### src/rtl/cpwm_channel.sv
module cpwm_channel #(
  parameter int W = 16
) (
  input  logic         clk,
  input  logic         rst_n,
  input  logic [W-1:0] mod_val,
  input  logic [W-1:0] cmp_val,
  input  logic [1:0]   edge_sel,
  input  logic         tof_clr,
  input  logic         chf_clr,
  output logic [W-1:0] cnt,
  output logic         cnt_down,
  output logic         pwm_out,
  output logic         tof,
  output logic         chf
);

  localparam logic [W-1:0] ZERO = '0;
  localparam logic [W-1:0] ONE  = W'(1);

  logic match, zero_duty, full_duty, hit, at_bottom;
  logic pwm_d;

  assign match     = (cnt == cmp_val);
  assign zero_duty = (cmp_val == ZERO) || cmp_val[W-1];
  assign full_duty = !cmp_val[W-1] && (cmp_val >= mod_val) && (mod_val != ZERO);
  assign hit       = match && !zero_duty && !full_duty;
  assign at_bottom = cnt_down && (cnt == ZERO);

  always_ff @(posedge clk) begin
    if (!rst_n) begin
      cnt      <= ZERO;
      cnt_down <= 1'b0;
    end else if (cnt_down) begin
      if (cnt == ZERO) begin
        cnt_down <= 1'b0;
        cnt      <= (mod_val == ZERO) ? ZERO : ONE;
      end else begin
        cnt <= cnt - ONE;
      end
    end else if (cnt >= mod_val) begin
      if (cnt != ZERO) begin
        cnt      <= cnt - ONE;
        cnt_down <= 1'b1;
      end
    end else begin
      cnt <= cnt + ONE;
    end
  end

  always_comb begin
    pwm_d = pwm_out;
    if (edge_sel == 2'b00)  pwm_d = 1'b0;
    else if (zero_duty)     pwm_d = 1'b0;
    else if (full_duty)     pwm_d = 1'b1;
    else if (match)         pwm_d = edge_sel[0] ? !cnt_down : cnt_down;
  end

  always_ff @(posedge clk) begin
    if (!rst_n) begin
      pwm_out <= 1'b0;
      tof     <= 1'b0;
      chf     <= 1'b0;
    end else begin
      pwm_out <= pwm_d;
      tof     <= at_bottom | (tof & ~tof_clr);
      chf     <= hit | (chf & ~chf_clr);
    end
  end

  assert_count_up_R1: assert property (@(posedge clk) disable iff (!rst_n)
    (!cnt_down && cnt < mod_val) |=> (!cnt_down && cnt == $past(cnt) + ONE));

  assert_turn_top_R1: assert property (@(posedge clk) disable iff (!rst_n)
    (!cnt_down && cnt == mod_val && mod_val != ZERO) |=> (cnt_down && cnt == $past(mod_val) - ONE));

  assert_tof_set_R2: assert property (@(posedge clk) disable iff (!rst_n)
    (cnt_down && cnt == ZERO) |=> tof);

  assert_off_low_R5: assert property (@(posedge clk) disable iff (!rst_n)
    (edge_sel == 2'b00) |=> !pwm_out);

  assert_zero_duty_R6: assert property (@(posedge clk) disable iff (!rst_n)
    (cmp_val == ZERO || cmp_val[W-1]) |=> !pwm_out);

  assert_corner_no_chf_R7: assert property (@(posedge clk) disable iff (!rst_n)
    (!chf && (cmp_val == ZERO || cmp_val[W-1] || (cmp_val >= mod_val && mod_val != ZERO))) |=> !chf);

  assert_chf_sticky_R8: assert property (@(posedge clk) disable iff (!rst_n)
    (chf && !chf_clr) |=> chf);

  assert_mod_zero_hold_R10: assert property (@(posedge clk) disable iff (!rst_n)
    (mod_val == ZERO && cnt == ZERO) |=> (cnt == ZERO));

endmodule

### config.mk
export PLATFORM = sky130hd
export DESIGN_NAME = cpwm_channel
export DESIGN_NICKNAME = d
export VERILOG_FILES = /design/src/rtl/cpwm_channel.sv
export SDC_FILE = /design/constraint.sdc
export NUM_CORES = 1
export LEC_CHECK = 0
export ABC_AREA = 0
export BUFFER_PORTS_ARGS = -buffer_cell sky130_fd_sc_hd__buf_2
export CAP_MARGIN = 0
export CELL_PAD_IN_SITES_DETAIL_PLACEMENT = 0
export CELL_PAD_IN_SITES_GLOBAL_PLACEMENT = 2
export CORE_MARGIN = 4
export CORE_UTILIZATION = 34
export DETAILED_ROUTE_END_ITERATION = 16
export PLACE_DENSITY_LB_ADDON = 0.1
export REMOVE_ABC_BUFFERS = 1
export SYNTH_ARGS = -nofsm -noshare
export SYNTH_HDL_FRONTEND = slang
export SYNTH_SLANG_ARGS = --single-unit
### constraint.sdc
create_clock -name clk -period 5.5 [get_ports clk]
set_input_delay 0.275 -clock clk [delete_from_list [all_inputs] [get_ports clk]]
set_output_delay 0.275 -clock clk [all_outputs]
set_load 0.005 [all_outputs]
# Word level (Yosys, flattened, before mapping)
# Index checks and enable logic that the tools add are counted.
# W data, S select, Z words.
op_classes:
  add_sub_neg: 2
  multipliers: 0
  n_div: 0
  order_cmp: 2
  eq_ne: 2
  n_shift: 0
  n_mux: 12
  bitwise_logic: 7
  n_reduce_logical: 18
op_table:
  columns: ["operator", "n"]
  rows:
  - ["$mux W16", 4]
  - ["$logic_not A16 Y1", 3]
  - ["$ge A16 B16 Y1", 2]
  - ["$reduce_bool A16 Y1", 2]
  - ["$add A16 B1 Y16 const B", 1]
  - ["$eq A16 B16 Y1", 1]
  - ["$sub A16 B1 Y16 const B", 1]
  - ["$mux W1", 8]
  - ["$logic_and A1 B1 Y1", 5]
  - ["$logic_not A1 Y1", 4]
  - ["$ne A3 B2 Y1 const B", 1]
  - ["$not A1 Y1", 3]
  - ["$reduce_or A3 Y1", 1]
  - ["$and A1 B1 Y1", 2]
  - ["$logic_not A2 Y1", 1]
  - ["$or A1 B1 Y1", 2]
  - ["$reduce_bool A2 Y1", 1]
  - ["$logic_or A1 B1 Y1", 1]
word_totals:
  reg_bits: 20
  latch_bits: 0
  mem_bits_rw: 0
  mem_bits_ro: 0
  input_bits: 38
  output_inout_bits: 20
  wordCells: 48
  n_memories: 0

# Logic depth before layout (Yosys ltp)
depth:
  word_depth: 6
  mapped_depth: 11

# Least setup slack after synthesis
# OpenSTA, ideal clock, no wires.
synth_path:
  path_type: "flip-flop to flip-flop"
  startpoint: "register cnt[0]"
  endpoint: "register cnt[3]"
  setup_time_ns: 0.120
  t_arrival_ns: 2.816
  required_time_ns: 5.380
  path_slack_ns: 2.564
  stages_incl_launch_ff: 12
  cell_sequence: "dfxtp_1 clkbuf_1 inv_1 ha_1 nand2b_1 a2111oi_0 o32ai_1 clkbuf_1 nor2_1 clkbuf_1 nor3_1 o31a_1"
synth_via:
  elab_chain_len: 4
  word_cells_on_any_way: 10
  cone_classes: "2 x add/sub; 1 x order compare; 1 x eq/ne; 4 x mux; 2 x reduce/logical"
synth_lines:
  columns: ["element", "line_no", "rtl"]
  rows:
  - ["from (decl)", "11", "output logic [W-1:0] cnt,"]
  - ["from (signal assigned)", "37", "cnt <= (mod_val == ZERO) ? ZERO : ONE;"]
  - ["from (signal assigned)", "39", "cnt <= cnt - ONE;"]
  - ["from (signal assigned)", "43", "cnt <= cnt - ONE;"]
  - ["$sub A16 B1 Y16", "39, 43", null]
  - ["$mux W16", "42", "if (cnt != ZERO) begin"]
  - ["$mux W16", "41", "end else if (cnt >= mod_val) begin"]
  - ["$mux W16", "34", "end else if (cnt_down) begin"]
# Parallel ways exist; a longest one is shown, timed or not. The select of a mux whose other input is x is not followed.
# A chain may end at the register's enable or synchronous reset.

# Worst setup path after layout
layout_path:
  startpoint: "register cnt[0]"
  endpoint: "register cnt[14]"
# The elaborated chain is that of the path after synthesis.

==> flow_summary.ini <==
[power]
combPwrFrac_pct = 30.4
switching_power_mw = 0.139
power.density_mw_per_mm2 = 150
p_int_mw = 0.302
ir_worst_vdd_mv = 0.0853
p_leak_nw = 1.33
p_seq_share_pct = 34.9
switching_share_pct = 31.5
p_clk_share_pct = 34.7

[critical_path]
worstPathCellList = inv_1 > ha_1 > nand2b_1 > a2111oi_0 > o32a_1 > nand2_1 > or4_1 > a31oi_1
critPathArrivalTime_ns = 3.84
path_class = flop to flop
critPathMaxStageDelay_ns = 0.62
path_max_fanout = 17
cp_slowest_cell = or4_1
r2r_setup_slack_ns = 1.86
worstSetupStartpointType = flop
cp-end-kind = flop
crit_required_ns = 5.70

[placement]
gp_congestion = 0.821
dp_hpwl_um = 6840
io_buffers = 57
postPlaceCellArea_mm2 = 0.00287
dp.cells = 463

[synthesis]
ys_warn_count = 0
avgSynthCellArea_um2 = 7.74
synth_seq_cells = 20
yosys.area.top_type = ha_1
netlist_area_mm2 = 0.00253
synth_compound_gate_area_share_pct = 26.1
synth_most_common_cell = ha_1
ys_async_sr_fraction_pct = 0
synthXorXnorAreaFrac_pct = 5.89
synth_top_family_by_area = simple AND/OR/NAND/NOR gates
ys_seq_area_share_pct = 15.8
synth_ff_type = dfxtp_1
synth_top_area_share_pct = 16.8
synthMuxAreaShare_pct = 0.396
synth-adder-area-share_pct = 16.8
ys_top_cells_by_area = ha_1 (17%), dfxtp_1 (16%), xnor2_1 (5.9%)
synth_edf_count = 0
synth.distinct_cells = 57
synth_cells = 327
yosys-top-cells-count = ha_1 (34), inv_1 (21), dfxtp_1 (20)
synth-simple-area-share_pct = 28.7

[sta]
skew_ns = 0.00452
hold_ws_ns = 0.266
relSlewSlack_pct = 36.1
worst_pin_slew_ns = 0.954
finalSetupViolCount = 0
max_freq_ghz = 0.275
rsz0062_at_grt = no
fin_crit_ns = 3.64
period_share_pct = 66.1
tns_ns = 0
drv_slew = 0
hold_viol = 0

[detailed_routing]
wire_per_inst_um = 18.7
drt.antenna.violating_nets = 0
drtIter0Drc = 228
wirelength_um = 8720
first_pass_iters = 4
drc = 0
routed-via-count = 2657
via_per_inst = 5.69

[cells_and_area]
nFillCells = 779
syn2layout_area_growth_pct = 16.1
stdcell_count = 467
multi_input_area_mm2 = 0.00197
drive_gt1_share_pct = 18.8
stdcell_area_mm2 = 0.00294
seq_area_um2 = 400
fin_nets = 441
num_antenna_cells = 0

[die]
die-area_mm2 = 0.00888
rows = 31
fp.dieH_um = 94.3
initial_utilization_pct = 34.9
die_x_um = 94.3
boundaryPins = 58
fp.coreArea_mm2 = 0.00725

[clocking]
holdBufCountCts = 0
cts_buffers = 3
ctsResizeCount = 0
cts_root_buf = clkbuf_8
clk_pin_slew_worst_paths_ns = 0.08
cts_tree = done
post_cts_buffers = 0
worstSkewPairLatency_ns = 0.27
cts.sinks = 20
cts.htree.levels = 1
clock_path_buffers = 2

[global_route]
grt_pass1_vias = 2526
track_usage_pct = 20.2
grt_pass1_wl_um = 14100
antenna_found_initial = 0
grt_max_degree = 18
overflow = 0

[status]
outcome = finished clean

[job]
maxCapViolCount = 0

[worst_hold_path]
min-delay-path-class = input pin to flop
==> through the flow <==
step,total power [mW],setup WS (ns),util (%)
2_1_floorplan,0.239,2.52,-
6_report,0.440,1.86,40.5
3_3_place_gp,0.291,1.94,39.5
4_1_cts,0.442,1.88,40.5
3_5_place_dp,0.290,1.92,39.5
5_1_grt,0.467,1.59,40.5
==> power groups by stage <==
stage / clock (mW) / sequential, mW / combinational, mW
final: 0.153 / 0.154 / 0.134
after detailed placement: 0 / 0.157 / 0.132
after global routing: 0.161 / 0.155 / 0.151
after floorplan: 0 / 0.156 / 0.0827
after CTS: 0.155 / 0.154 / 0.134
after global placement: 0 / 0.157 / 0.134
==> cells by family (layout without fill, tap and decap cells) <==
logic type / count (synthesis) / in the layout
and+or+nand+nor: 122 / 122
adders and majority gates: 34 / 34
buffers and inverters: 42 / 83
DFF: 20 / 20
xor gates and xnor gates: 17 / 17
muxes: 1 / 1
AOI/OAI and AO/OA: 91 / 91
==> area by class of cell <==
cell class / instances / area share [%]
Multi-Input combinational cell: 265 / 67.1
Sequential cell: 20 / 13.6
Timing Repair Buffer: 58 / 9.97
Tap cell: 99 / 4.22
Inverter: 21 / 2.68
Clock buffer: 3 / 1.41
Clock inverter: 1 / 1.02
==> cells in the final DEF, fill, tap and decap left out, types with 9 or more instances in the layout <==
cell and instances:
a21oi_1 19, nor3_1 9, dfxtp_1 20, nor4_1 14
nand4_1 12, xnor2_1 17, ha_1 34, buf_2 57
nor2_1 11, inv_1 21, nand2_1 18, or3_1 10
o21ai_0 10
==> worst max-delay path: cells and delay by family (launching register included) <==
kind | cells | cell delay (ns)
AND/OR/NAND/NOR | 3 | 1.27
buffers and inverters | 1 | 0.15
adder cells (fa/ha/maj) | 1 | 0.29
AO/OA/AOI/OAI | 3 | 1.31
flip-flops | 1 | 0.56
==> path summary, 6_finish.rpt <==
| check | start | to | cells past startpoint |
|---|---|---|---|
| worst min-delay path | tof_clr | tof$_SDFF_PN0_ | 3 |
| worst max-delay path | cnt[0]$_SDFFE_PN0P_ | cnt[14]$_SDFFE_PN0P_ | 8 |
| worst max register to register | cnt[0]$_SDFFE_PN0P_ | cnt[14]$_SDFFE_PN0P_ | 8 |
| worst min register to register | tof$_SDFF_PN0_ | tof$_SDFF_PN0_ | 2 |
==> layer usage <==
layer | global-route usage [%] | share of wire, % | vias up
met4 | 3.13 | 0.54 | 0
met1 | 31.2 | 52 | 1231
met2 | 29.8 | 43 | 67
li1 | - | - | 1355
met3 | 2.72 | 4.2 | 4
met5 | 0 | 0 | -
==> flip-flops by register name, indices dropped and copies added, names as in the netlist <==
name,flops
chf,1
cnt,16
cnt_down,1
pwm_out,1
tof,1
No activity file was read; power rests on OpenSTA's default activity.
